$ cat src/rtl/rls_pkg.sv
package rls_pkg;

  typedef enum logic [1:0] {
    ABUS_OFF        = 2'd0,
    ABUS_THREE      = 2'd1,
    ABUS_COUNT      = 2'd2,
    ABUS_COUNT_OR3  = 2'd3
  } abus_mode_e;

endpackage

$ cat src/rtl/rls_lowest_one.sv
module rls_lowest_one #(
  parameter int W = 16,
  localparam int IDX_W = $clog2(W)
) (
  input  logic [W-1:0]     vec_i,
  output logic [W-1:0]     onehot_o,
  output logic [IDX_W-1:0] idx_o,
  output logic             any_o
);

  // seen[i] is set when some bit below i is set
  logic [W:0] seen;

  assign seen[0] = 1'b0;

  for (genvar i = 0; i < W; i++) begin : g_chain
    assign seen[i+1]   = seen[i] | vec_i[i];
    assign onehot_o[i] = vec_i[i] & ~seen[i];
  end

  assign any_o = seen[W];

  always_comb begin
    idx_o = '0;
    for (int i = 0; i < W; i++) begin
      if (onehot_o[i]) idx_o = idx_o | IDX_W'(i);
    end
  end

endmodule

$ cat src/rtl/rls_popcount.sv
module rls_popcount #(
  parameter int W = 16,
  localparam int CNT_W = $clog2(W + 1)
) (
  input  logic [W-1:0]     vec_i,
  output logic [CNT_W-1:0] cnt_o
);

  always_comb begin
    cnt_o = '0;
    for (int i = 0; i < W; i++) begin
      cnt_o = cnt_o + CNT_W'(vec_i[i]);
    end
  end

endmodule

$ cat src/rtl/rls_abus_format.sv
module rls_abus_format
  import rls_pkg::*;
#(
  parameter int CNT_W  = 5,
  parameter int ABUS_W = 32,
  localparam int PAD_W = ABUS_W - CNT_W - 2
) (
  input  abus_mode_e        mode_i,
  input  logic [CNT_W-1:0]  cnt_i,
  output logic [ABUS_W-1:0] value_o,
  output logic              drive_o
);

  logic [ABUS_W-1:0] scaled;

  assign scaled = {{PAD_W{1'b0}}, cnt_i, 2'b00};

  always_comb begin
    value_o = '0;
    drive_o = 1'b1;
    unique case (mode_i)
      ABUS_OFF:       drive_o = 1'b0;
      ABUS_THREE:     value_o = ABUS_W'(3);
      ABUS_COUNT:     value_o = scaled;
      ABUS_COUNT_OR3: value_o = scaled | ABUS_W'(3);
      default:        drive_o = 1'b0;
    endcase
  end

endmodule

$ cat src/rtl/reglist_sequencer.sv
module reglist_sequencer
  import rls_pkg::*;
#(
  parameter int LIST_W = 16,
  parameter int ABUS_W = 32,
  localparam int IDX_W = $clog2(LIST_W),
  localparam int CNT_W = $clog2(LIST_W + 1)
) (
  input  logic              clk,
  input  logic              rst_n,
  input  logic              load_i,
  input  logic [LIST_W-1:0] list_i,
  input  logic              step_i,
  input  logic [1:0]        abus_sel_i,
  output logic [IDX_W-1:0]  cur_reg_o,
  output logic              done_o,
  output logic [ABUS_W-1:0] abus_o,
  output logic              abus_drive_o
);

  logic [LIST_W-1:0] pending_q, pending_d;
  logic [CNT_W-1:0]  count_q, count_d;
  logic [LIST_W-1:0] lowest_oh;
  logic [IDX_W-1:0]  lowest_idx;
  logic              any_pending;
  logic [CNT_W-1:0]  list_cnt;
  logic              pend_en, cnt_en;

  rls_lowest_one #(.W(LIST_W)) u_lowest (
    .vec_i    (pending_q),
    .onehot_o (lowest_oh),
    .idx_o    (lowest_idx),
    .any_o    (any_pending)
  );

  rls_popcount #(.W(LIST_W)) u_count (
    .vec_i (list_i),
    .cnt_o (list_cnt)
  );

  // next state: load has priority over step
  always_comb begin
    pending_d = pending_q;
    count_d   = count_q;
    pend_en   = 1'b0;
    cnt_en    = 1'b0;
    if (load_i) begin
      pending_d = list_i;
      count_d   = list_cnt;
      pend_en   = 1'b1;
      cnt_en    = 1'b1;
    end else if (step_i && any_pending) begin
      pending_d = pending_q & ~lowest_oh;
      pend_en   = 1'b1;
    end
  end

  always_ff @(posedge clk or negedge rst_n) begin
    if (!rst_n) begin
      pending_q <= '0;
    end else if (pend_en) begin
      pending_q <= pending_d;
    end
  end

  always_ff @(posedge clk or negedge rst_n) begin
    if (!rst_n) begin
      count_q <= '0;
    end else if (cnt_en) begin
      count_q <= count_d;
    end
  end

  assign cur_reg_o = lowest_idx;
  assign done_o    = ~any_pending;

  rls_abus_format #(.CNT_W(CNT_W), .ABUS_W(ABUS_W)) u_abus (
    .mode_i  (abus_mode_e'(abus_sel_i)),
    .cnt_i   (count_q),
    .value_o (abus_o),
    .drive_o (abus_drive_o)
  );

endmodule

$ cat config.mk
export PLATFORM = sky130hd
export DESIGN_NAME = reglist_sequencer
export DESIGN_NICKNAME = d
export VERILOG_FILES = /design/src/rtl/rls_pkg.sv /design/src/rtl/rls_lowest_one.sv /design/src/rtl/rls_popcount.sv /design/src/rtl/rls_abus_format.sv /design/src/rtl/reglist_sequencer.sv
export SDC_FILE = /design/constraint.sdc
export NUM_CORES = 1
export LEC_CHECK = 0
export BUFFER_PORTS_ARGS = -buffer_cell sky130_fd_sc_hd__buf_2
export CAP_MARGIN = 20
export CORE_MARGIN = 2
export CORE_UTILIZATION = 55
export CTS_CLUSTER_SIZE = 25
export DETAILED_ROUTE_END_ITERATION = 7
export PLACE_DENSITY = 0.86
export SLEW_MARGIN = 10
export SYNTH_ARGS = -nofsm -noshare
export SYNTH_HDL_FRONTEND = slang
export SYNTH_SLANG_ARGS = --single-unit
$ cat constraint.sdc
create_clock -name clk -period 5.78 [get_ports clk]
set_input_delay 0.289 -clock clk [delete_from_list [all_inputs] [get_ports clk]]
set_output_delay 0.289 -clock clk [all_outputs]
set_load 0.02 [all_outputs]
==> results.md, run 1 <==
* Part of the power in registers at between 30% and 40%
* First-pass GRT wire length at between 5 and 6 mm
* Clk_lat worst skew at between 0.3 and 0.4 ns
* CP peak stage delay at 0.60 ns
* Yosys top cell by area: dfrtp_1
* Nets at around 260
* CTS Buf Count at 3
* R2R Path End: pending_q[10]
* Syn-to-layout area delta at 6.59%
* P_sw at between 0.0002 and 0.00025 W
* DR vias/cell at 5.04
* Grt total ovfl at 0
* Largest fanout on the critical path at 2
* Multi-input gate area at 1000 sq um
* Share of the synthesized area in the top cell type at 29.4%
* GRT Util Overall at 20.6%
* Syn avg cell area at 9.50 sq um
* Worst R2R Start: pending_q[0]
* Die ar. at 3720 sq um
* Synthesis Warnings at 0
* Final WS setup at 2.09 ns
* Synth unique cells at 42
* Avg WL per Cell at 12.9 um
* First-pass iteration count of the detailed router at 4
* Fin crit period at 3.69 ns
* Largest net degree at the start of global routing at 35
* Rel. slew slack at 43.4%
* Synthesized cell area at 1790 sq um
* DRT iter0 DRCs at slightly above 80
* Clock-pin slew on the worst setup and hold paths at 0.13 ns
* Final setup fails at 0
* Final hold violation count at 0
* Critical Path RT at 6.01 ns
* CP Buf/Inv Count at 3
* Comb pwr share at about 47%
* Tightest Pin Transition at 0.841 ns
* Hold EP: pending_q[14]
* Place WS at 1.73 ns
* CP Capture Type: register
* Top cells by area, synth: dfrtp_1 29%, fa_1 11%, buf_4 11%, inv_1 6.3%, mux2i_1 4.5%
* CTS tree: yes
* Flip-flop and latch count after synthesis at 21
* # rows at 20
* WP data arrival at 3.92 ns
* Most frequent cells after synthesis: 30 x inv_1, 26 x buf_4, 21 x dfrtp_1
* Max rail drop VDD at 0.000134 V
* Global placement routability congestion at 0.904
* Status: finished clean
* Final Cycle Share at 63.9%
* Crit Path Category: in -> reg
* IO Port Bufs at 34
* Crit path top cell by count: fa_1
* Post-CTS setup buffers at 0
* Fin. max-slew vios at 0
* DP HPWL at 2.68 mm
* Initial antenna violation count at 0
* Clock root buffer: clkbuf_4
* Ant. Diodes at 0
* Max-Cap Viols at 0
* Worst hold path startpoint: list_i[14]
* Cell Pwr Density at 275 nW/um^2
* Core area at between 3000 and 4000 sq um
* Design internal power at 0.000313 W
* IO Pins at 60
* Register area at 526 sq um
* Clk pwr share at 14.7%
* Detailed Route WL at 3.41 mm
* Worst Hold Depth at 3
* Longest Clk Path Bufs at 2
* Seq/Total Area, Yosys at 29.4%
* EDFF count, synth at 0
* Die Y at 61.0 um
* Fmax at ~270 MHz
* Worst hold margin at approximately 0.18 ns
* Static Leak at 0.967 nW
* Unrepaired setup endpoints after global routing: false
* Reg2Reg Depth at 4
* Switching power share of the total at about two fifths
* Fill cell count at 273
* Post-synth ARST share at 100%
* Reg2reg setup slack at ~3.6 ns
* Most numerous cell in the Yosys netlist: inv_1
* Cells after Synth at 188
* Clk_skew at 0.00228 ns
* Final setup TNS at 0 ns
* Starting Density at 58.0%
* CP Launch Type: input port
* CTS Sinks at 21
* Layout cells sized above 1 at roughly 23%
* Top_reg_cell synth: dfrtp_1
* DRT antenna net count at 0
* Residual DRC at 0
* Vias post-DR at 1331
* Cell chain of the critical path: buf_2, ha_1, inv_1, fa_1, fa_1, fa_1, fa_1, inv_1, ha_1, nor2b_1, o21a_1, or3_1, a31o_2
* H-tree Lvls at 1
* Die width at just over 60 um
* Crit-path slowest cell: fa_1
* Top delay family on crit path: adder cells
* Vias in the first global route at roughly 1200
* Hold/Removal Path Class: in -> reg
## worst min-delay path: cells and delay by family
family          cells  cell delay, ns
compound gates      1            0.06
buf+inv             1            0.08
simple gates        1            0.04
## cells in the final DEF (no fill, tap or decap), types with 7 or more instances in the layout
master / n
dfrtp_1: 21
o21ai_0: 8
buf_2: 34
nor2_1: 16
mux2i_1: 8
inv_1: 30
conb_1: 25
nand2_1: 7
fa_1: 10
## power by group through the flow
stage	registers (W)	logic, W	clock network, W
6_report	0.000200	0.000246	0.0000768
5_1_grt	0.000203	0.000281	0.0000821
4_1_cts	0.000199	0.000248	0.0000782
2_1_floorplan	0.000195	0.000208	0
3_5_place_dp	0.000203	0.000246	0
3_3_place_gp	0.000201	0.000236	0
## per-stage QoR
step / total power [W] / util, % / std cells / cell area, sq um
floorplan: 0.000402 / - / 212 / 1880
global placement: 0.000437 / 60.7 / 259 / 1870
detailed placement: 0.000449 / 60.7 / 259 / 1870
CTS: 0.000526 / 61.8 / 264 / 1900
global route: 0.000566 / 61.8 / 264 / 1900
finish: 0.000523 / 61.8 / 264 / 1900
## sequential cells by signal, summed over array words and instances, names as in the netlist
signal	cells
pending_q	16
count_q	5
## kinds of logic (layout without fill, tap and decap cells)
logic type | Yosys count | after routing | share of synthesized area (%)
compound gates | 35 | 35 | 16.0
xor+xnor | 1 | 1 | 0.491
other cells | 1 | 25 | 0.210
flops | 21 | 21 | 29.4
mux | 9 | 9 | 5.12
fa+ha+maj | 15 | 15 | 14.7
simple gates | 45 | 45 | 14.6
buf+inv | 61 | 69 | 19.4
## how the worst max path moves through the flow
stage | end | depth (start not counted) | startpoint | slack (ns)
6_report | count_q[3] | 13 | list_i[0] | 2.09
5_1_grt | count_q[3] | 13 | list_i[0] | 1.92
4_1_cts | count_q[3] | 13 | list_i[0] | 2.07
3_5_place_dp | count_q[3] | 13 | list_i[0] | 1.73
3_3_place_gp | count_q[3] | 13 | list_i[0] | 1.79
2_1_floorplan | count_q[3] | 12 | list_i[0] | 2.00
## per-layer routing
layer  part of all wire (%)  up-vias  global-route usage, %
met1                     46      631                   28.4
li1                       -      646                      -
met5                      0        -                      0
met3                    5.1        7                   4.05
met2                     47       47                   31.6
met4                    1.8        0                   9.01
## final cells by class
cell class                 count  area share [%]
clock buffer                   4            1.38
inverter                      30            5.92
multi-input combinational    130            52.7
sequential                    21            27.6
tap                           44            2.89
timing repair buffer          35            9.47
## repair_timing
action,CTS,global route
hold buffers,1,0
setup endpoints to repair,0,0
hold endpoints to repair,21,0
gates resized for setup,0,0
(Power assumes the default switching activity.)
==> inputs of run 2 (changes only) <==
--- a/config.mk
+++ b/config.mk
@@ -5,13 +5,14 @@
 export SDC_FILE = /design/constraint.sdc
 export NUM_CORES = 1
 export LEC_CHECK = 0
+export ABC_AREA = 1
 export BUFFER_PORTS_ARGS = -buffer_cell sky130_fd_sc_hd__buf_2
 export CAP_MARGIN = 20
 export CORE_MARGIN = 2
-export CORE_UTILIZATION = 55
+export CORE_UTILIZATION = 52
 export CTS_CLUSTER_SIZE = 25
 export DETAILED_ROUTE_END_ITERATION = 7
-export PLACE_DENSITY = 0.86
+export PLACE_DENSITY = 0.81
 export SLEW_MARGIN = 10
 export SYNTH_ARGS = -nofsm -noshare
 export SYNTH_HDL_FRONTEND = slang
==> constraint.sdc (replaced) <==
create_clock -name clk -period 3.6 [get_ports clk]
set_input_delay 0.18 -clock clk [delete_from_list [all_inputs] [get_ports clk]]
set_output_delay 0.18 -clock clk [all_outputs]
set_load 0.02 [all_outputs]
==> results.md, run 2 <==
* Cell chain of the critical path: buf_2, ha_1, inv_1, fa_1, fa_1, fa_1, fa_1, fa_2, fa_2, nor2_2, nor2_1, a22o_1 (was buf_2, ha_1, inv_1, fa_1, fa_1, fa_1, fa_1, inv_1, ha_1, nor2b_1, o21a_1, or3_1, a31o_2)
* Avg WL per Cell at 11.4 um (was 12.9 um)
* Crit path top cell by count: fa_1 (unchanged)
* Top cells by area, synth: dfrtp_1 27%, nand2_1 12%, fa_1 10%, buf_4 10%, inv_1 8.5% (was dfrtp_1 29%, fa_1 11%, buf_4 11%, inv_1 6.3%, mux2i_1 4.5%)
* Syn avg cell area at 7.36 sq um (was 9.50 sq um)
* Final WS setup at 0.112 ns (was 2.09 ns)
* Place WS at -0.229 ns (was 1.73 ns)
* Worst hold margin at 0.132 ns (was 0.184 ns)
* Unrepaired setup endpoints after global routing: false (unchanged)
* Final Non-Filler Cells at 342 (was 264)
* IO Port Bufs at 34 (unchanged)
* Longest Clk Path Bufs at 2 (unchanged)
* CP Capture Type: register (unchanged)
* First-pass GRT wire length at 6.53 mm (was 5.44 mm)
* Vias post-DR at 1683 (was 1331)
* Final Cycle Share at 96.9%
* Reg2Reg Depth at 10 (was 4)
* DR vias/cell at 4.92 (was 5.04)
* Core area at 3630 sq um (was 3080 sq um)
* DP HPWL at 3.03 mm (was 2.68 mm)
* Biggest register: pending_q (unchanged)
* Largest net degree at the start of global routing at 47 (was 35)
* Die ar. at 4240 sq um (was 3720 sq um)
* Final setup fails at 0 (unchanged)
* Largest fanout on the critical path at 2 (unchanged)
* CTS tree: yes (unchanged)
* Top delay family on crit path: adder cells (unchanged)
* Most numerous cell in the Yosys netlist: nand2_1 (was inv_1)
* DRT iter0 DRCs at 114 (was 81)
* Max reg flops at 16 (unchanged)
* Max rail drop VDD at 0.000344 V (was 0.000134 V)
* WP data arrival at 3.65 ns (was 3.92 ns)
* Yosys top cell by area: dfrtp_1 (unchanged)
* Clock-pin slew on the worst setup and hold paths at 0.08 ns (was 0.13 ns)
* GRT Util Overall at 20.1% (was 20.6%)
* Share of the synthesized area in the top cell type at 27.0% (was 29.4%)
* Residual DRC at 0 (unchanged)
* Final hold violation count at 0 (unchanged)
* Top Registers: pending_q (16), count_q (5) (unchanged)
* Clk_lat worst skew at 0.27 ns (was 0.32 ns)
* Clock root buffer: clkbuf_8 (was clkbuf_4)
* Critical Path RT at 3.76 ns (was 6.01 ns)
* Final setup TNS at 0 ns (unchanged)
* Layout cells sized above 1 at 18.4% (was 22.7%)
* Hold/Removal Path Class: in -> reg (unchanged)
* Crit Path Category: in -> reg (unchanged)
* CP Launch Type: input port (unchanged)
* Crit-path slowest cell: fa_1 (unchanged)
* Synth unique cells at 32 (was 42)
* Flip-flop and latch count after synthesis at 21 (unchanged)
* Cells after Synth at 264 (was 188)
* Grt total ovfl at 0 (unchanged)
* Starting Density at 53.5% (was 58.0%)
* Cell Pwr Density at 443 nW/um^2 (was 275 nW/um^2)
* H-tree Lvls at 1 (unchanged)
* Max-Cap Viols at 0 (unchanged)
* Initial antenna violation count at 0 (unchanged)
* Rel. slew slack at 55.4% (was 43.4%)
* Total chip power at 0.000928 W (was 0.000523 W)
* Fill cell count at 369 (was 273)
* CTS Buf Count at 3 (unchanged)
* # rows at 22 (was 20)
* Syn-to-layout area delta at 7.79% (was 6.59%)
* Most frequent cells after synthesis: 64 x nand2_1, 44 x inv_1, 26 x buf_4 (was 30 x inv_1, 26 x buf_4, 21 x dfrtp_1)
* EDFF count, synth at 0 (unchanged)
* Post-placement cell count at 337 (was 259)
* Post-synth ARST share at 100% (unchanged)
* First-pass iteration count of the detailed router at 4 (unchanged)
* Die Y at 65.1 um (was 61.0 um)
* Critical Path Stages at 12 (was 13)
* Synthesized cell area at 1940 sq um (was 1790 sq um)
* Top_reg_cell synth: dfrtp_1 (unchanged)
* Seq/Total Area, Yosys at 27.0% (was 29.4%)
* Synthesis Warnings at 0 (unchanged)
* Tightest Pin Transition at 0.667 ns (was 0.841 ns)
* Detailed Route WL at 3.91 mm (was 3.41 mm)
* DRT antenna net count at 0 (unchanged)
* Most frequent cells in the layout: 64 x nand2_1, 44 x inv_1, 34 x buf_2 (was 34 x buf_2, 30 x inv_1, 25 x conb_1)
* Most common cell after layout, fill and taps aside: nand2_1 (was buf_2)
* CP Buf/Inv Count at 2 (was 3)
* Fin crit period at 3.49 ns
* IO Pins at 60 (unchanged)
* CP peak stage delay at 0.54 ns (was 0.60 ns)
* Global placement routability congestion at 0.847 (was 0.904)
* Worst Hold Depth at 3 (unchanged)
* Fmax at 287 MHz
* Nets at 332 (was 258)
* Die width at 65.1 um (was 61.0 um)
* Clk_skew at 0.00609 ns (was 0.00228 ns)
* CTS Sinks at 21 (unchanged)
* Ant. Diodes at 0 (unchanged)
* Vias in the first global route at 1478 (was 1202)
* Static Leak at 1.21 nW (was 0.967 nW)
* Status: finished clean (unchanged)
* Fin. max-slew vios at 0 (unchanged)
==> run 2: changes by cell type in the layout (fill, tap and decap cells not counted), moves of 5 or more <==
cell / before / now
nand2_1: 7 / 64
nand3_1: 1 / 25
and2_1: 5 / 0
mux2i_1: 8 / 0
inv_1: 30 / 44
==> run 2: final cells by class <==
type / count / area (sq um) / area share [%]
clock buffers: 3 / 41.3 / 1.97
repair buffers: 36 / 188 / 8.96
well taps: 48 / 60.1 / 2.87
clock inverters: 1 / 5.00 / 0.239
flip-flops and latches: 21 / 526 / 25.1
inverters: 45 / 169 / 8.06
multi-input cells: 188 / 1110 / 52.8
==> run 2: repair_timing <==
action | CTS | global route
setup endpoints to repair | 0 | 2
resized for setup | 0 | 2
hold endpoints to repair | 21 | 0
setup buffers | 0 | 0
hold buffers | 1 | 0
==> run 2: cells by family (layout without fill, tap and decap cells) <==
group,after synthesis,after routing,synth area share [%]
AOI/OAI and AO/OA,27,27,8.37
and+or+nand+nor,120,120,29.4
buffers and inverters,79,85,21.1
adders and majority gates,15,15,13.5
DFF,21,21,27.0
xor gates and xnor gates,1,1,0.451
other,1,25,0.193
==> run 2: per-stage QoR <==
step	area, sq um	utilization (%)
after floorplan	2040	-
after global placement	2030	56.0
after detailed placement	2030	56.0
after CTS	2090	57.5
after global routing	2090	57.6
final	2090	57.6
==> run 2: tightest hold or removal path: cells and delay by family <==
family	cells	cell delay, ns
simple gates	2	0.11
buf+inv	1	0.09
==> run 2: worst paths after layout <==
| kind | startpoint | end | slack (ns) |
|---|---|---|---|
| max | list_i[0] | count_q[2] | 0.11 |
| min | list_i[12] | pending_q[12] | 0.13 |
| max reg2reg | pending_q[0] | pending_q[3] | 1.69 |
| min reg2reg | count_q[3] | count_q[3] | 0.49 |
| max in group asynchronous | rst_n | pending_q[3] | 2.85 |
| min in group asynchronous | rst_n | pending_q[4] | 0.41 |
==> run 2: routing by layer <==
layer / global-route usage, % / wire length [um] / share of wire [%] / vias to the layer above
met1: 26.5 / 1670 / 43 / 787
met5: 0 / 0 / 0 / -
li1: - / - / - / 835
met4: 7.03 / 59 / 1.5 / 0
met2: 34.5 / 1940 / 50 / 56
met3: 2.05 / 240 / 6.1 / 5
==> run 2: power breakdown <==
group	internal (W)	switching, W
logic	0.000180	0.000267
registers	0.000280	0.0000373
clock network	0.0000775	0.0000863
